**src/rtl/pmc_pkg.sv**
```systemverilog
package pmc_pkg;

  localparam int BYTE_W  = 8;
  localparam int GPIO_N  = 3;
  localparam int NSLOT   = 31;

  localparam logic [7:0] A_REV     = 8'h01;
  localparam logic [7:0] A_DEVOFF  = 8'h14;
  localparam logic [7:0] A_GPIN    = 8'h1E;
  localparam logic [7:0] A_CARDST  = 8'h39;
  localparam logic [7:0] CLAMP_MAX = 8'h12;

  localparam int S_CORE1 = 0;
  localparam int S_CORE3 = 2;
  localparam int S_CORE4 = 3;
  localparam int S_REG0B = 9;
  localparam int S_OSC   = 18;
  localparam int S_DET   = 19;
  localparam int S_DIR   = 20;
  localparam int S_OUT   = 21;
  localparam int S_BBK   = 22;
  localparam int S_DEB   = 30;

  typedef enum logic [1:0] {
    K_MASK     = 2'd0,
    K_CLAMP    = 2'd1,
    K_CLAMP_OR = 2'd2,
    K_CONST    = 2'd3
  } wkind_e;

  typedef struct packed {
    logic [7:0] addr;
    logic [7:0] mask;
    logic [7:0] rstv;
    wkind_e     kind;
  } slot_t;

  function automatic slot_t mk(input logic [7:0] a, input logic [7:0] m,
                               input logic [7:0] r, input wkind_e k);
    slot_t s;
    s.addr = a; s.mask = m; s.rstv = r; s.kind = k;
    return s;
  endfunction

  // Storage slots: address, kept-bit mask (or constant), reset value, write kind.
  function automatic slot_t slot_desc(input int i);
    slot_t s;
    case (i)
      0:  s = mk(8'h02, 8'hFF, 8'h0C, K_CLAMP_OR);
      1:  s = mk(8'h03, 8'hFF, 8'h05, K_MASK);
      2:  s = mk(8'h04, 8'hFF, 8'h02, K_CLAMP);
      3:  s = mk(8'h05, 8'hFF, 8'h0C, K_CLAMP);
      4:  s = mk(8'h06, 8'h03, 8'h03, K_MASK);
      5:  s = mk(8'h07, 8'h3F, 8'h33, K_MASK);
      6:  s = mk(8'h08, 8'h07, 8'h03, K_MASK);
      7:  s = mk(8'h09, 8'h07, 8'h00, K_MASK);
      8:  s = mk(8'h0A, 8'hFF, 8'h95, K_MASK);
      9:  s = mk(8'h0B, 8'h7F, 8'h7E, K_MASK);
      10: s = mk(8'h0C, 8'h03, 8'h00, K_MASK);
      11: s = mk(8'h0D, 8'h03, 8'h00, K_MASK);
      12: s = mk(8'h0E, 8'h03, 8'h03, K_MASK);
      13: s = mk(8'h0F, 8'h03, 8'h00, K_MASK);
      14: s = mk(8'h10, 8'h03, 8'h00, K_MASK);
      15: s = mk(8'h11, 8'h03, 8'h00, K_MASK);
      16: s = mk(8'h12, 8'hFF, 8'h00, K_MASK);
      17: s = mk(8'h13, 8'hFF, 8'h00, K_MASK);
      18: s = mk(8'h15, 8'h07, 8'h01, K_MASK);
      19: s = mk(8'h16, 8'h7F, 8'h09, K_MASK);
      20: s = mk(8'h1D, 8'h67, 8'h07, K_MASK);
      21: s = mk(8'h1F, 8'h07, 8'h00, K_MASK);
      22: s = mk(8'h20, 8'h0D, 8'h00, K_CONST);
      23: s = mk(8'h32, 8'hFF, 8'h00, K_MASK);
      24: s = mk(8'h33, 8'h1F, 8'h00, K_MASK);
      25: s = mk(8'h34, 8'hFF, 8'h00, K_MASK);
      26: s = mk(8'h35, 8'h1F, 8'h00, K_MASK);
      27: s = mk(8'h36, 8'h7F, 8'h03, K_MASK);
      28: s = mk(8'h37, 8'hFF, 8'hC0, K_MASK);
      29: s = mk(8'h38, 8'h0F, 8'h00, K_MASK);
      default: s = mk(8'h3A, 8'h3F, 8'h05, K_MASK);
    endcase
    return s;
  endfunction

endpackage

```
**src/rtl/pmc_ptr.sv**
```systemverilog
module pmc_ptr
  import pmc_pkg::*;
(
  input  logic              clk,
  input  logic              rst_n,
  input  logic              xfer_start,
  input  logic              wr_valid,
  input  logic [BYTE_W-1:0] wr_data,
  input  logic              rd_req,
  output logic [BYTE_W-1:0] ptr,
  output logic              data_we,
  output logic              data_re
);

  logic              want_addr_q, want_addr_n;
  logic [BYTE_W-1:0] ptr_q, ptr_n;
  logic              ptr_en;

  assign data_we = wr_valid && !xfer_start && !want_addr_q;
  assign data_re = rd_req && !xfer_start && !wr_valid;
  assign ptr     = ptr_q;

  always_comb begin
    want_addr_n = want_addr_q;
    ptr_n       = ptr_q;
    ptr_en      = 1'b0;
    if (xfer_start) begin
      want_addr_n = 1'b1;
    end else if (wr_valid) begin
      ptr_en = 1'b1;
      if (want_addr_q) begin
        ptr_n       = wr_data;
        want_addr_n = 1'b0;
      end else begin
        ptr_n = ptr_q + 1'b1;
      end
    end else if (rd_req) begin
      ptr_en = 1'b1;
      ptr_n  = ptr_q + 1'b1;
    end
  end

  always_ff @(posedge clk or negedge rst_n) begin
    if (!rst_n) begin
      want_addr_q <= 1'b0;
      ptr_q       <= '0;
    end else begin
      want_addr_q <= want_addr_n;
      if (ptr_en) ptr_q <= ptr_n;
    end
  end

  assert_ptr_step_R1: assert property (@(posedge clk) disable iff (!rst_n)
    (data_we || data_re) |=> (ptr_q == $past(ptr_q) + 8'd1));

endmodule

```
**src/rtl/pmc_gpio.sv**
```systemverilog
module pmc_gpio
  import pmc_pkg::*;
(
  input  logic              clk,
  input  logic              rst_n,
  input  logic [GPIO_N-1:0] dir_n,
  input  logic [GPIO_N-1:0] out_n,
  input  logic [GPIO_N-1:0] dir_q,
  output logic [GPIO_N-1:0] pin
);

  logic [GPIO_N-1:0] pin_q;
  assign pin = pin_q;

  for (genvar g = 0; g < GPIO_N; g++) begin : g_line
    logic drive_en;
    assign drive_en = !dir_n[g];

    always_ff @(posedge clk or negedge rst_n) begin
      if (!rst_n)        pin_q[g] <= 1'b0;
      else if (drive_en) pin_q[g] <= out_n[g];
    end

    assert_pin_hold_R9: assert property (@(posedge clk) disable iff (!rst_n)
      (dir_q[g] && $past(dir_q[g])) |-> $stable(pin_q[g]));
  end

endmodule

```
**src/rtl/pmc_regbank.sv**
```systemverilog
module pmc_regbank
  import pmc_pkg::*;
#(
  parameter logic [7:0] REV_CODE = 8'h22
) (
  input  logic              clk,
  input  logic              rst_n,
  input  logic              xfer_start,
  input  logic              wr_valid,
  input  logic [7:0]        wr_data,
  input  logic              rd_req,
  output logic [7:0]        rd_data,
  input  logic [2:0]        gpio_in,
  output logic [2:0]        gpio_pin
);

  // reset: asserted asynchronously, released on the clock
  logic rst_s1_q, rst_s2_q, rst_i;
  always_ff @(posedge clk or negedge rst_n) begin
    if (!rst_n) begin
      rst_s1_q <= 1'b0;
      rst_s2_q <= 1'b0;
    end else begin
      rst_s1_q <= 1'b1;
      rst_s2_q <= rst_s1_q;
    end
  end
  assign rst_i = rst_s2_q;

  logic [BYTE_W-1:0] ptr;
  logic              data_we, data_re;

  pmc_ptr u_ptr (
    .clk        (clk),
    .rst_n      (rst_i),
    .xfer_start (xfer_start),
    .wr_valid   (wr_valid),
    .wr_data    (wr_data),
    .rd_req     (rd_req),
    .ptr        (ptr),
    .data_we    (data_we),
    .data_re    (data_re)
  );

  logic soft_rst;
  assign soft_rst = data_we && (ptr == A_DEVOFF) && wr_data[0];

  function automatic logic [7:0] shape(input slot_t s, input logic [7:0] d);
    logic [7:0] low5, clip;
    low5 = d & 8'h1F;
    clip = (low5 > CLAMP_MAX) ? CLAMP_MAX : low5;
    case (s.kind)
      K_CLAMP:    return clip;
      K_CLAMP_OR: return (d & 8'h0E) | clip;
      K_CONST:    return s.mask;
      default:    return d & s.mask;
    endcase
  endfunction

  logic [7:0] regs_q [NSLOT];
  logic [7:0] regs_n [NSLOT];

  for (genvar g = 0; g < NSLOT; g++) begin : g_slot
    localparam slot_t DESC = slot_desc(g);
    logic hit, en;
    assign hit = data_we && (ptr == DESC.addr);
    assign en  = hit || soft_rst;

    always_comb begin
      if (soft_rst) regs_n[g] = DESC.rstv;
      else          regs_n[g] = shape(DESC, wr_data);
    end

    always_ff @(posedge clk or negedge rst_i) begin
      if (!rst_i)  regs_q[g] <= DESC.rstv;
      else if (en) regs_q[g] <= regs_n[g];
    end
  end

  // GPIO pin drivers see the post-write direction and output values
  logic [GPIO_N-1:0] dir_nx, out_nx;
  always_comb begin
    dir_nx = (g_slot[S_DIR].en) ? regs_n[S_DIR][GPIO_N-1:0] : regs_q[S_DIR][GPIO_N-1:0];
    out_nx = (g_slot[S_OUT].en) ? regs_n[S_OUT][GPIO_N-1:0] : regs_q[S_OUT][GPIO_N-1:0];
  end

  pmc_gpio u_gpio (
    .clk   (clk),
    .rst_n (rst_i),
    .dir_n (dir_nx),
    .out_n (out_nx),
    .dir_q (regs_q[S_DIR][GPIO_N-1:0]),
    .pin   (gpio_pin)
  );

  // read path
  logic [7:0] rd_val;
  always_comb begin
    rd_val = 8'h00;
    for (int i = 0; i < NSLOT; i++) begin
      if (ptr == slot_desc(i).addr) rd_val = regs_q[i];
    end
    if (ptr == slot_desc(S_OSC).addr) rd_val = regs_q[S_OSC] | 8'h80;
    if (ptr == A_REV)                 rd_val = REV_CODE;
    if (ptr == A_GPIN)
      rd_val = {5'b0, gpio_in | (~regs_q[S_DIR][GPIO_N-1:0] & regs_q[S_OUT][GPIO_N-1:0])};
  end

  logic [7:0] rd_q;
  always_ff @(posedge clk or negedge rst_i) begin
    if (!rst_i)       rd_q <= '0;
    else if (data_re) rd_q <= rd_val;
  end
  assign rd_data = rd_q;

  assert_rev_R2: assert property (@(posedge clk) disable iff (!rst_i)
    (data_re && ptr == A_REV) |=> (rd_data == REV_CODE));

  assert_clamp_R3: assert property (@(posedge clk) disable iff (!rst_i)
    (regs_q[S_CORE3] <= CLAMP_MAX) && (regs_q[S_CORE4] <= CLAMP_MAX));

  assert_osc_flag_R4: assert property (@(posedge clk) disable iff (!rst_i)
    (data_re && ptr == slot_desc(S_OSC).addr) |=> rd_data[7]);

  assert_devoff_R5: assert property (@(posedge clk) disable iff (!rst_i)
    soft_rst |=> (regs_q[S_OSC] == 8'h01 && regs_q[S_DIR] == 8'h07 &&
                  regs_q[S_DEB] == 8'h05));

  assert_const_R6: assert property (@(posedge clk) disable iff (!rst_i)
    (regs_q[S_BBK] == 8'h00) || (regs_q[S_BBK] == 8'h0D));

  assert_dirmask_R7: assert property (@(posedge clk) disable iff (!rst_i)
    ((regs_q[S_DIR] & 8'h98) == 8'h00) && ((regs_q[S_OUT] & 8'hF8) == 8'h00));

  assert_zero_read_R11: assert property (@(posedge clk) disable iff (!rst_i)
    (data_re && (ptr == A_CARDST || ptr == A_DEVOFF)) |=> (rd_data == 8'h00));

endmodule

```
**config.mk**
```make
export PLATFORM = sky130hd
export DESIGN_NAME = pmc_regbank
export DESIGN_NICKNAME = d
export VERILOG_FILES = /design/src/rtl/pmc_pkg.sv /design/src/rtl/pmc_ptr.sv /design/src/rtl/pmc_gpio.sv /design/src/rtl/pmc_regbank.sv
export SDC_FILE = /design/constraint.sdc
export NUM_CORES = 1
export LEC_CHECK = 0
export ABC_AREA = 1
export BUFFER_PORTS_ARGS = -buffer_cell sky130_fd_sc_hd__buf_2
export CORE_UTILIZATION = 58
export CTS_BUF_LIST = sky130_fd_sc_hd__clkbuf_8
export CTS_CLUSTER_SIZE = 12
export DETAILED_ROUTE_END_ITERATION = 8
export GPL_TIMING_DRIVEN = 0
export PLACE_DENSITY = 0.78
export RECOVER_POWER = 50
export SYNTH_ARGS = -nofsm -noshare
export SYNTH_HDL_FRONTEND = slang
export SYNTH_SLANG_ARGS = --single-unit
```
**constraint.sdc**
```tcl
create_clock -name clk -period 4.7 [get_ports clk]
set_clock_uncertainty 0.05 [all_clocks]
set_input_delay 0.235 -clock clk [delete_from_list [all_inputs] [get_ports clk]]
set_output_delay 0.235 -clock clk [all_outputs]
set_load 0.03 [all_outputs]
```
* Word-level counts from Yosys, hierarchy flattened
Cells that the tools add are included.
** Storage, ports and cells
- Output and inout port bits :: 11
- Register bits after elaboration :: 265
- Input bits :: 16
- Logic and storage cells :: 219
** Cells by class
- Reduce and logical (&&, ||, !) cells :: 74
- $lt $le $gt $ge :: 1
- Multiplexer cells :: 65
- Bitwise gates (word level) :: 5
- Equality and inequality tests :: 34
- Add/sub/neg operators :: 1
** Operators with widths (number)
- $mux W8 :: 41
- $eq A8 B5 Y1 const B :: 10
- $eq A8 B6 Y1 const B :: 9
- $eq A8 B4 Y1 const B :: 8
- $logic_and A1 B1 Y1 :: 37
- $eq A8 B3 Y1 const B :: 4
- $logic_or A1 B1 Y1 :: 31
- $mux W7 :: 4
- $mux W5 :: 4
- $eq A8 B2 Y1 const B :: 2
- $mux W3 :: 5
- $mux W6 :: 2
- $add A8 B1 Y8 const B :: 1
- $eq A8 B1 Y1 const B :: 1
- $mux W4 :: 2
- $or A4 B8 Y8 :: 1
- $gt A5 B5 Y1 const B :: 1
- $mux W1 :: 5
- $mux W2 :: 2
- $reduce_bool A2 Y1 :: 2
- $and A3 B3 Y3 :: 1
- $logic_not A1 Y1 :: 3
- $not A3 Y3 :: 1
- $or A3 B3 Y3 :: 1
- other kinds (2) :: 2

* Longest topological paths before layout
Gate-level depths: netlist of run 1.
- Depth in word-level cells :: 34
- Mapped depth :: 38
- Gate-level depth less buffers :: 38

* By module
From an unflattened synthesis of run 1, not the netlist that was laid out.
** Second synthesis, totals
- Cells, all modules :: 1050
- Area total of the unflattened synthesis :: 8280.4 um2
** By module, submodules not included
- pmc_regbank :: instances 1, cells each 945, sequential area each 4052.6 um2, area an instance 7563.5 um2
- pmc_ptr :: instances 1, cells each 90, sequential area each 225.2 um2, area an instance 596.8 um2
- pmc_gpio :: instances 1, cells each 15, sequential area each 75.1 um2, area an instance 120.1 um2

* Worst setup path before layout of run 1
No wires, ideal clock.
- Path type :: register -> register
- From :: reg u_ptr.ptr_q[0] (netlist: u_ptr.ptr[0])
- To :: reg rd_q[0] (netlist: rd_data[0])
- Buffers on the path :: 0
- Arrival :: 2.412 ns
- Data required time :: 4.528 ns
- Clock period less this slack :: 2.584 ns
- Stages on the path, launching flop included :: 35
- Setup slack :: 2.116 ns
- Library setup time :: 0.122 ns
- Path through :: dfrtp_1 ha_1 inv_1 nor2_1 nand2_2 inv_2 nand2_1 a21oi_1 nand2_1 nand2_1 nand2_1 nand2_1 nand2_1 nand2_1 nand2_1 nand2_1 nand2_1 nand2_1 nand2_1 nand2_1 nand2_1 nand2_1 nand2_1 nand2_1 nand2_1 nand2_1 nand3_1 nand2_1 nand2_1 nand2_1 nand2_1 nand2_1 nand2_1 nand2_1 a21boi_2
** On the way
- Longest elaborated chain between the ends :: 34
- Elaborated cells on any way between the ends :: 66
- Those cells by class :: eq/ne (33); mux (33)
** Ends and longest elaborated chain
- from (decl) :: RTL line pmc_ptr.sv:16 : logic [BYTE_W-1:0] ptr_q, ptr_n;
- from (signal assigned) :: RTL line pmc_ptr.sv:49 : if (ptr_en) ptr_q <= ptr_n;
- $eq A8 B2 Y1 :: RTL line pmc_regbank.sv:101 : if (ptr == slot_desc(i).addr) rd_val = regs_q[i];
- $mux W8 (30 in series) :: RTL line pmc_regbank.sv:101
- $mux W8 :: RTL line pmc_regbank.sv:103 : if (ptr == slot_desc(S_OSC).addr) rd_val = regs_q[S_OSC] | 8'h80;
- $mux W8 :: RTL line pmc_regbank.sv:104 : if (ptr == A_REV) rd_val = REV_CODE;
- $mux W8 * :: RTL line pmc_regbank.sv:105 : if (ptr == A_GPIN)
- to (signal assigned) :: RTL line pmc_regbank.sv:112 : else if (data_re) rd_q <= rd_val;
- to (decl) :: RTL line pmc_regbank.sv:109 : logic [7:0] rd_q;
Every way passes the cells marked *; elsewhere a longest branch is shown, timed or not.
A chain may end at the register's enable or synchronous reset.

* Worst setup path in the final report of run 1
- From :: in xfer_start
- To :: reg regs_q[111] in the netlist's numbering
** On the way
- Longest elaborated chain between the ends :: 6
- Elaborated cells on any way between the ends :: 8
- Those cells by class :: mux (1); reduce/logical (7)
** Ends and longest elaborated chain
- from (decl) :: RTL line pmc_regbank.sv:8 : input logic xfer_start,
- $logic_not A1 Y1 * :: RTL line pmc_ptr.sv:19 : assign data_we = wr_valid && !xfer_start && !want_addr_q;
- $logic_and A1 B1 Y1 * (2 in series) :: RTL line pmc_ptr.sv:19
- $logic_and A1 B1 Y1 (2 in series) :: RTL line pmc_regbank.sv:46 : assign soft_rst = data_we && (ptr == A_DEVOFF) && wr_data[0];
- $mux W8 or $logic_or A1 B1 Y1 (tied branches) :: RTL line pmc_regbank.sv:70, pmc_regbank.sv:67
- to (signal, indexed assignment) :: RTL line pmc_regbank.sv:75 : if (!rst_i) regs_q[g] <= DESC.rstv;
- to (signal, indexed assignment) :: RTL line pmc_regbank.sv:76 : else if (en) regs_q[g] <= regs_n[g];
- to (decl) :: RTL line pmc_regbank.sv:60 : logic [7:0] regs_q [NSLOT];
Marked as above.

==> results of run 1 <==
[Yosys cell counts, drive strengths merged, types with 7 or more instances]
master	instances
a21oi	44
clkbuf	22
clkinv	8
dfrtp	133
dfstp	39
inv	134
nand2	363
nand3	29
nor2	72
nor3	15
o211ai	8
o21ai	202
or2	7
[power breakdown]
part | internal, µW | switching (µW) | leakage [µW]
Combinational | 159 | 384 | 0.00224
Sequential | 1630 | 93.2 | 0.00217
Clock | 649 | 574 | 0.000230
Total | 2440 | 1050 | 0.00464
[stage by stage]
step / setup WS [ns] / utilization, %
detailed placement: 0.8735 / 62.54
floorplan: 1.844 / -
finish: 0.6588 / 65.87
global route: 0.5674 / 65.87
CTS: 0.8240 / 66.16
global placement: 0.8216 / 62.15
[flip-flops by register name, summed over array words and instances (netlist names)]
signal / flops
rd_data: 8
regs_q: 150
rst_i: 1
rst_s1_q: 1
u_gpio.pin: 3
u_ptr.ptr: 8
u_ptr.want_addr_q: 1
[cells by family (layout without fill, tap and decap cells)]
kind of cell | count (synthesis) | count (layout) | share of synthesized area (%)
mux | 4 | 4 | 0.5194
buf+inv | 168 | 234 | 7.431
simple gates | 491 | 491 | 23.55
compound gates | 281 | 281 | 17.37
flops | 172 | 172 | 50.20
fa+ha+maj | 4 | 4 | 0.5772
other cells | 1 | 1 | 0.04325
xor+xnor | 3 | 3 | 0.3031
[cells in the final DEF (no fill, tap or decap), drive strengths merged, types with 2 or more instances in the layout]
| cell type | synthesis | layout |
|---|---|---|
| nor3 | 15 | 15 |
| buf | 4 | 19 |
| a221oi | 2 | 2 |
| a32o | 2 | 2 |
| clkinv | 8 | 10 |
| o31ai | 2 | 2 |
| o21ai | 202 | 202 |
| a21boi | 3 | 3 |
| nand4 | 3 | 3 |
| dfstp | 39 | 39 |
| inv | 134 | 138 |
| a21oi | 44 | 44 |
| dlygate4sd3 | 0 | 6 |
| a22oi | 2 | 2 |
| clkbuf | 22 | 53 |
| a31oi | 5 | 5 |
| a211oi | 5 | 5 |
| xor2 | 3 | 3 |
| nand2 | 363 | 363 |
| nor2 | 72 | 72 |
| nand3 | 29 | 29 |
| or2 | 7 | 7 |
| o211ai | 8 | 8 |
| ha | 4 | 4 |
| mux2 | 4 | 4 |
| bufinv | 0 | 5 |
| dfrtp | 133 | 133 |
| clkinvlp | 0 | 3 |
[worst register-to-register path: stages, from the launching register on]
cell and delay, ns:
dfrtp_1 0.41, nor3_2 0.80, inv_1 0.30, nor3_1 0.30
nand2_1 0.35, clkbuf_1 0.36, clkbuf_1 0.43, buf_1 0.39
nand2_1 0.34, o21ai_0 0.16
[metal layers]
metal	up-vias	wire length [µm]	GRT usage, %
met5	-	0	0
li1	3735	-	-
met3	66	2354	9.708
met2	348	11080	48.78
met4	0	993	16.23
met1	3714	10650	46.53
[worst max-delay path by stage]
stage / startpoint / endpoint / slack [ns] / depth (start not counted)
after floorplan: rst_i / rd_data[0] / 1.84 / 0
after detailed placement: u_ptr.want_addr_q / regs_q[111] / 0.87 / 9
after global placement: rst_i / regs_q[98] / 0.82 / 0
after CTS: xfer_start / regs_q[111] / 0.82 / 11
after global routing: xfer_start / regs_q[111] / 0.57 / 11
final: xfer_start / regs_q[111] / 0.66 / 11
[final cells by class]
type	instances	area share [%]
tap	184	2.405
timing repair buffer	34	2.169
multi-input combinational	784	38.37
sequential	172	45.47
buffer	26	1.163
inverter	142	5.567
clock buffer	18	2.588
clock inverter	14	2.274
==> metrics.txt, run 1 <==
clk sinks=172; r2r setup slk=0.68 ns; cts hold-fix bufs=6; synth unique cells=48; slew margin rel.=-42.00%; ys async rst share=100.0%; violated checks=capacitance limit, slew limit; Area Overhead vs Synth=10.42%; H-Tree Level Count=4; critical path peak fanout=10; first-pass GRT wire length=39610 µm; boundary pin count=27; crit path kind=input pin to register; Max VDD drop=0.0002791 V; Antenna diodes=0; Mapped Cells=1124; DRC viols=0; Mapped Avg Cell Area=7.714 µm²; final period utilization=85.98%; R2R depth=9; Yosys top cell area share=38.38%; ys flop type=dfrtp_1; Final Critical Period=4.041 ns; syn nets=1144; die width=124.3 µm; PostCTS Resize Cnt=0; final wirelength=25080 µm; worst path required time=5.00 ns; Max stage delay cell, worst path=nor3_2; initial antenna violation count=0; status=finished with violations; CTS tree=yes; Core Region=14530 µm²; RSZ-0062 raised after global routing=false; CTS Buffer Depth=2; final design instance area without fill=9574 µm²; HP Class=input pin to register; largest net degree at the start of global routing=61; power per cell area=364.2 nW/µm²; worst-path cell chain=dlygate4sd3_1, clkbuf_1, nor3_2, inv_1, nor3_1, nand2_1, clkbuf_1, clkbuf_1, buf_1, nand2_1, o21ai_0; EDFF count, synth=0; crit-path max cell delay=0.81 ns; total CTS buffers=17; crit path capture type=register; routability cong.=0.9255; Chip Height=124.3 µm; Hold Violations, Final=0; vias per cell=5.723; Syn. warnings=0; Setup TNS=0 ns; Initial Util=59.66%; clk root buf=clkbuf_8; clk slew on worst S/H paths=0.09 ns; via count=7863; Crit path top cell by count=clkbuf_1; setup bufs post-CTS=0; total power=3487 µW; number of global-route vias before repair=7402; FF/Latch Area=4353 µm²; synth top area cells=dfrtp_1 (38%), nand2_1 (15%), dfstp_2 (12%); ANT nets after route=0; worst skew pair latency=0.49 ns; Post-Synthesis Cell Area=8671 µm²; RR Endpoint=regs_q[111]; Min-Delay Endpoint=regs_q[227]; Worst Setup Start Kind=input pin; Buf+Inv Stages, Crit Path=6; post-synth top area cell=dfrtp_1; Hold Slack=0.04838 ns; All-Layer GR Usage=33.69%; filler cell count=1310; hold depth=4; Congestion Overflow GR=0; reg-to-reg startpoint=u_ptr.want_addr_q; initial drt markers=992; register area share after synthesis=50.20%; final setup fails=0; multi-input logic area=3674 µm²; Nets=1197; Worst Max-Slew Pin Slew=2.130 ns; Max Fclk=247.5 MHz; Placement Cell Area=9090 µm²; CP delay by family, top=buffers and inverters; leak pwr=0.004637 µW; Seq cells post-synth=172; Max Cap Viol=1; wire per inst=18.25 µm; drt first pass iters=6; worst hold start=wr_data[4]; port buffer count=26; final std cells w/o fill=1374; Critical Path AT=4.34 ns; Pins Over Slew Limit=55; fraction of layout cells with a size suffix above 1=11.18%; dpl cells=1336; area of the die=15440 µm²; HPWL after detailed placement=17630 µm; FP Rows=44
Power figures use the tool's default switching activity.
==> run 2, diff against run 1 <==
--- a/config.mk
+++ b/config.mk
@@ -16,4 +16,5 @@
 export RECOVER_POWER = 50
 export SYNTH_ARGS = -nofsm -noshare
 export SYNTH_HDL_FRONTEND = slang
+export SYNTH_HIERARCHICAL = 1
 export SYNTH_SLANG_ARGS = --single-unit
==> run 2 against run 1 <==
Effect of this change: the run still ends with capacitance limit, slew limit left; largest power group unchanged; setup slack better by 0.65 ns; wire length down 7.7%; core utilization down 0.42 points; critical path depth up 5; highest routed layer unchanged.
==> metrics.txt, run 2 <==
ys async rst share=100.0% (unchanged); CTS Buffer Depth=2 (unchanged); power per cell area=375.7 nW/µm² (was 364.2 nW/µm²); Setup TNS=0 ns (unchanged); slew margin rel.=-33.45% (was -42.00%); HP Class=input pin to register (unchanged); Chip Height=121.5 µm (was 124.3 µm); RSZ-0062 raised after global routing=false (unchanged); CTS tree=yes (unchanged); Antenna diodes=0 (unchanged); Core Region=13880 µm² (was 14530 µm²); Hold Violations, Final=0 (unchanged); routability cong.=0.9442 (was 0.9255); EDFF count, synth=0 (unchanged); drt first pass iters=7 (was 6); Commonest cells post-synth=nand2_1 (326), o21ai_0 (148), dfrtp_1 (133) (was nand2_1 (358), o21ai_0 (196), dfrtp_1 (133)); status=finished with violations (unchanged); Max VDD drop=0.0002074 V (was 0.0002791 V); Nets=1117 (was 1197); dpl cells=1258 (was 1336); final setup fails=0 (unchanged); Mapped Avg Cell Area=7.886 µm² (was 7.714 µm²); leak pwr=0.004161 µW (was 0.004637 µW); initial drt markers=947 (was 992); total CTS buffers=17 (unchanged); clk root buf=clkbuf_8 (unchanged); commonest non-fill, non-tap cell in the layout=nand2_1 (unchanged); Worst Setup Start Kind=input pin (unchanged); die width=121.5 µm (was 124.3 µm); Syn. warnings=6 (was 0); crit path capture type=register (unchanged); Post-Synthesis Cell Area=8280 µm² (was 8671 µm²); post-synth top area cell=dfrtp_1 (unchanged); synth unique cells=42 (was 48); met2 GRT Util=50.00% (was 48.78%); HPWL after detailed placement=16430 µm (was 17630 µm); final period utilization=72.11% (was 85.98%); synth top area cells=dfrtp_1 (40%), nand2_1 (15%), dfstp_2 (12%) (was dfrtp_1 (38%), nand2_1 (15%), dfstp_2 (12%)); final std cells w/o fill=1292 (was 1374); register area share after synthesis=52.57% (was 50.20%); violated checks=capacitance limit, slew limit (unchanged); clk sinks=172 (unchanged); first-pass GRT wire length=36870 µm (was 39610 µm); Worst Max-Slew Pin Slew=2.002 ns (was 2.130 ns); most frequent cells in the layout=nand2_1 (326), o21ai_0 (149), dfrtp_1 (133) (was nand2_1 (358), o21ai_0 (196), dfrtp_1 (133)); Congestion Overflow GR=0 (unchanged); count leader, synth=nand2_1 (unchanged); syn nets=1067 (was 1144); ys flop type=dfrtp_1 (unchanged); crit path kind=input pin to register (unchanged); met3 Use GR=8.929% (was 9.708%); Max Fclk=295.1 MHz (was 247.5 MHz); setup bufs post-CTS=0 (unchanged); Area Overhead vs Synth=9.731% (was 10.42%); FP Rows=43 (was 44); largest net degree at the start of global routing=69 (was 61); wire per inst=17.93 µm (was 18.25 µm); Final Critical Period=3.389 ns (was 4.041 ns); number of global-route vias before repair=7065 (was 7402); port buffer count=26 (unchanged); boundary pin count=27 (unchanged); Yosys top cell area share=40.19% (was 38.38%); Mapped Cells=1050 (was 1124); Initial Util=59.65% (was 59.66%); Biggest register=regs_q (unchanged); met1 Usage GRT=47.00% (was 46.53%); worst path required time=5.02 ns (was 5.00 ns); Pins Over Slew Limit=52 (was 55); All-Layer GR Usage=33.89% (was 33.69%); ANT nets after route=0 (unchanged); final wirelength=23160 µm (was 25080 µm); via count=7460 (was 7863); Seq cells post-synth=172 (unchanged); busiest grt layer=met2 (unchanged); Max Cap Viol=1 (unchanged); critical path peak fanout=10 (unchanged); area of the die=14760 µm² (was 15440 µm²); DRC viols=0 (unchanged); worst skew pair latency=0.48 ns (was 0.49 ns); vias per cell=5.774 (was 5.723); Largest register FFs=150 (unchanged); Critical Path AT=3.71 ns (was 4.34 ns); H-Tree Level Count=4 (unchanged); clk slew on worst S/H paths=0.08 ns (was 0.09 ns); fraction of layout cells with a size suffix above 1=11.24% (was 11.18%); initial antenna violation count=0 (unchanged)
## run 2: path summary, 6_finish.rpt
kind                       slack, ns                end  cells past startpoint               from
max reg2reg                     1.32      u_gpio/pin[1]                     14  u_ptr/want_addr_q
max                             1.31      u_gpio/pin[1]                     16         xfer_start
min reg2reg                     0.31              rst_i                      0           rst_s1_q
min in group asynchronous       0.54           rst_s1_q                      3              rst_n
max in group asynchronous       1.39         regs_q[81]                      2              rst_i
min                             0.01  u_ptr/want_addr_q                      4           wr_valid
## run 2: layout make-up
type	count	area [µm²]
buffer	29	128.9
fill	1202	4795
clock buffer	21	289.0
sequential	172	4353
timing repair buffer	31	177.7
multi-input combinational	752	3421
clock inverter	10	125.1
tap	180	225.2
inverter	97	366.6
## run 2: per-layer routing
layer	vias to the layer above	share of wire, %
li1	3520	-
met4	0	3.6
met2	358	44
met5	-	0
met1	3529	43
met3	53	9.4
## run 2: stage by stage
step	hold slack, ns	util, %	power (µW)	setup WS [ns]	instance area [µm²]
after global routing	0.03721	65.46	3565	0.8198	9086
final	0.01400	65.46	3413	1.311	9086
after detailed placement	-0.02750	62.64	2325	1.406	8695
after CTS	0.006652	65.84	3408	1.361	9139
after floorplan	-0.1106	-	2144	1.844	8282
after global placement	-0.02872	62.22	2300	0.8577	8637
## run 2: cell families (layout without fill, tap and decap cells)
logic type | Yosys count | count (layout) | synth area share [%]
AO/OA/AOI/OAI | 249 | 249 | 16.21
AND/OR/NAND/NOR | 500 | 500 | 24.81
adder cells (fa/ha/maj) | 1 | 1 | 0.1511
buffers and inverters | 126 | 188 | 6.074
flip-flops | 172 | 172 | 52.57
other | 1 | 1 | 0.04529
multiplexers | 1 | 1 | 0.1360
## run 2: what timing repair did
action                    4_1_cts  5_1_grt
hold buffers                    3        0
hold endpoints to repair        3        0
gates resized for setup         0        0
## run 2: worst max-delay path, stage by stage
cell	delay, ns
dlygate4sd3_1	0.53
clkbuf_1	0.12
nor3_1	0.21
clkbuf_1	0.54
nand2_1	0.18
nor2_1	0.13
inv_1	0.06
nor2_1	0.19
buf_2	0.30
buf_4	0.27
buf_4	0.24
nor2_1	0.22
a21oi_1	0.28
inv_1	0.06
nand2_1	0.06
nand2_1	0.05
## run 2: where the power goes
group          internal, µW  total [µW]  leakage [µW]  switching, µW
combinational           153         519       0.00173            366
clock                   572        1110      0.000225            535
sequential             1660        1790       0.00221            130
==> run 3, diff against run 2 <==
==> constraint.sdc (replaced) <==
create_clock -name clk -period 2.71 [get_ports clk]
set_clock_uncertainty 0.05 [all_clocks]
set_input_delay 0.1355 -clock clk [delete_from_list [all_inputs] [get_ports clk]]
set_output_delay 0.1355 -clock clk [all_outputs]
set_load 0.03 [all_outputs]
==> run 3 against run 2 <==
Effect of this change: the flow finishes with violations (hold timing, setup timing); core utilization rose by 4.2 points; setup slack got worse by 1.5 ns; combinational power rose by 130%; largest cell class unchanged; largest power group unchanged.
==> metrics.txt, run 3 (synthesis gave the netlist of run 2 again) <==
status=finished with violations (unchanged); violated checks=hold timing, setup timing (was capacitance limit, slew limit); Max stage delay cell, worst path=dfrtp_2 (was clkbuf_1); largest net degree at the start of global routing=71 (was 69); worst-path cell chain=inv_4, nor2_4, nand2_2, nor2_4, inv_1, nor2_1, a21oi_1, a21oi_1, nand2_1, a221oi_1, nand3_1, o21ai_1, nand2_1, nand2_1, nand3_1, o21ai_1, nand4_1, o21ai_1, o21ai_1 (was dlygate4sd3_1, clkbuf_1, nor3_1, clkbuf_1, nand2_1, nor2_1, inv_1, nor2_1, buf_2, buf_4, buf_4, nor2_1, a21oi_1, inv_1, nand2_1, nand2_1); ANT nets after route=0 (unchanged); final design instance area without fill=9676 µm² (was 9086 µm²); Largest register FFs=150 (unchanged); P_int=4138 µW (was 2383 µW); vias per cell=5.841 (was 5.774); crit path capture type=register (unchanged); area of the die=14760 µm² (unchanged); initial antenna violation count=0 (unchanged); final setup fails=5 (was 0); final wirelength=24610 µm (was 23160 µm); leak pwr=0.004445 µW (was 0.004161 µW); clk sinks=172 (unchanged); worst path required time=3.03 ns (was 5.02 ns); worst skew pair latency=0.49 ns (was 0.48 ns); Core Region=13880 µm² (unchanged); HPWL after detailed placement=16470 µm (was 16430 µm); CTS Buffer Depth=2 (unchanged); critical path depth=19 (was 16); initial drt markers=965 (was 947); power per cell area=635.7 nW/µm² (was 375.7 nW/µm²); Sw Pwr=2014 µW (was 1031 µW); RR Endpoint=rd_data[3] (was u_gpio/pin[1]); number of global-route vias before repair=7356 (was 7065); Congestion Overflow GR=0 (unchanged); Area Overhead vs Synth=16.85% (was 9.731%); crit-path max cell delay=0.49 ns (was 0.54 ns); multi-input logic area=3677 µm² (was 3421 µm²); Gate power share=19.3% (was 15.2%); Final Critical Period=2.857 ns; crit path kind=register to register (was input pin to register); Util after Layout=69.70% (was 65.46%); Hold Slack=-0.01814 ns (was 0.01400 ns); CTS tree=yes (unchanged); final period utilization=105.4%; DRC viols=0 (unchanged); FP Rows=43 (unchanged); first-pass GRT wire length=38450 µm (was 36870 µm); boundary pin count=27 (unchanged); Pins Over Slew Limit=0 (was 52); fin worst setup slack=-0.1470 ns (was 1.311 ns); Antenna diodes=0 (unchanged); filler cell count=1081 (was 1202); Clk pwr share=30.1% (was 32.4%); via count=7786 (was 7460); Initial Util=59.65% (unchanged); Worst Setup Start Kind=register (was input pin); All-Layer GR Usage=35.11% (was 33.89%); die width=121.5 µm (unchanged); drt first pass iters=6 (was 7); pre-CTS setup slack=-0.5353 ns (was 1.406 ns); total CTS buffers=17 (unchanged); Placement Cell Area=8695 µm² (unchanged); H-Tree Level Count=4 (unchanged); Nets=1157 (was 1117); port buffer count=26 (unchanged); fraction of layout cells with a size suffix above 1=19.86% (was 11.24%); Biggest register=regs_q (unchanged); clk slew on worst S/H paths=0.10 ns (was 0.08 ns); Hold Violations, Final=1 (was 0); routability cong.=0.9447 (was 0.9442); Max Cap Viol=0 (was 1); HP Class=input pin to register (unchanged); clk root buf=clkbuf_8 (unchanged); Worst Max-Slew Pin Slew=1.431 ns (was 2.002 ns); Critical Path AT=3.18 ns (was 3.71 ns); CP delay by family, top=simple AND/OR/NAND/NOR gates (was buffers and inverters); Crit path top cell by count=o21ai_1; commonest non-fill, non-tap cell in the layout=nand2_1 (unchanged); Max Fclk=350.0 MHz; r2r setup slk=-0.15 ns (was 1.32 ns); FF/Latch Area=4362 µm² (was 4353 µm²); Buf+Inv Stages, Crit Path=2 (was 8); wire per inst=18.46 µm (was 17.93 µm); Sw Share=32.74% (was 30.20%); reg-to-reg startpoint=u_ptr/ptr[2] (was u_ptr/want_addr_q); critical path peak fanout=7 (was 10); most frequent cells in the layout=nand2_1 (321), o21ai_0 (145), dfrtp_1 (126) (was nand2_1 (326), o21ai_0 (149), dfrtp_1 (133)); R2R depth=19 (was 14); slew margin rel.=4.590% (was -33.45%); CP Launch Point=u_ptr/ptr[2] (was xfer_start); Setup crit end=rd_data[3] (was u_gpio/pin[1]); Max VDD drop=0.0003593 V (was 0.0002074 V); register share of total power=50.6% (was 52.4%); RSZ-0062 raised after global routing=true (was false); Chip Height=121.5 µm (unchanged)
run 3: what timing repair did:
item | 4_1_cts | 5_1_grt
hold buffers | 11 | 0
setup endpoints to repair | 150 | 132
resized for setup | 59 | 29
pin swaps | 15 | 14
endpoints found under the hold margin | 15 | 0
gates cloned | 1 | 0
setup buffers | 25 | 6
run 3: per-stage QoR:
stage	instances	setup TNS, ns	total power [µW]	hold WS, ns
4_1_cts	1327	-0.3061	6043	0.006416
3_3_place_gp	1256	-21.88	3988	-0.1284
2_1_floorplan	1050	0	3718	-0.2101
5_1_grt	1333	-9.005	6394	0.02291
6_report	1333	-0.4791	6151	-0.01814
3_5_place_dp	1258	-27.53	4031	-0.1268
run 3: final cells by class:
cell class                 count  share of cell area [%]
timing repair buffer          70                   5.082
clock inverter                14                   1.500
clock buffer                  18                   2.560
buffer                        29                   1.591
inverter                      97                   3.854
multi-input combinational    753                   38.01
tap                          180                   2.328
sequential                   172                   45.08
run 3: power groups by stage:
stage               registers [µW]  clock network (µW)  logic, µW
floorplan                     3150                   0        566
global placement              3160                   0        825
detailed placement            3140                   0        894
CTS                           3100                1840       1100
global route                  3140                1950       1300
finish                        3110                1850       1190
run 3: worst min-delay path by stage:
stage                    start  depth (start not counted)          to  slack, ns
detailed placement       rst_n                          1    rst_s1_q      -0.13
finish                wr_valid                          4  rd_data[6]      -0.02
CTS                 wr_data[6]                          3  regs_q[22]      0.006
floorplan                rst_n                          0    rst_s1_q      -0.21
global placement         rst_n                          1    rst_s1_q      -0.13
global route          wr_valid                          4  rd_data[6]       0.02
run 3: layer usage:
layer,GRT usage (%),vias to the layer above,wire (µm)
li1,-,3593,-
met4,16.90,0,983
met1,47.79,3684,10160
met3,8.835,90,2443
met5,0,-,0
met2,52.34,419,11030
run 3: worst min-delay path, stage by stage:
cell and delay, ns:
buf_2 0.12, nor3_1 0.11, nand2_1 0.08, nand2_1 0.04
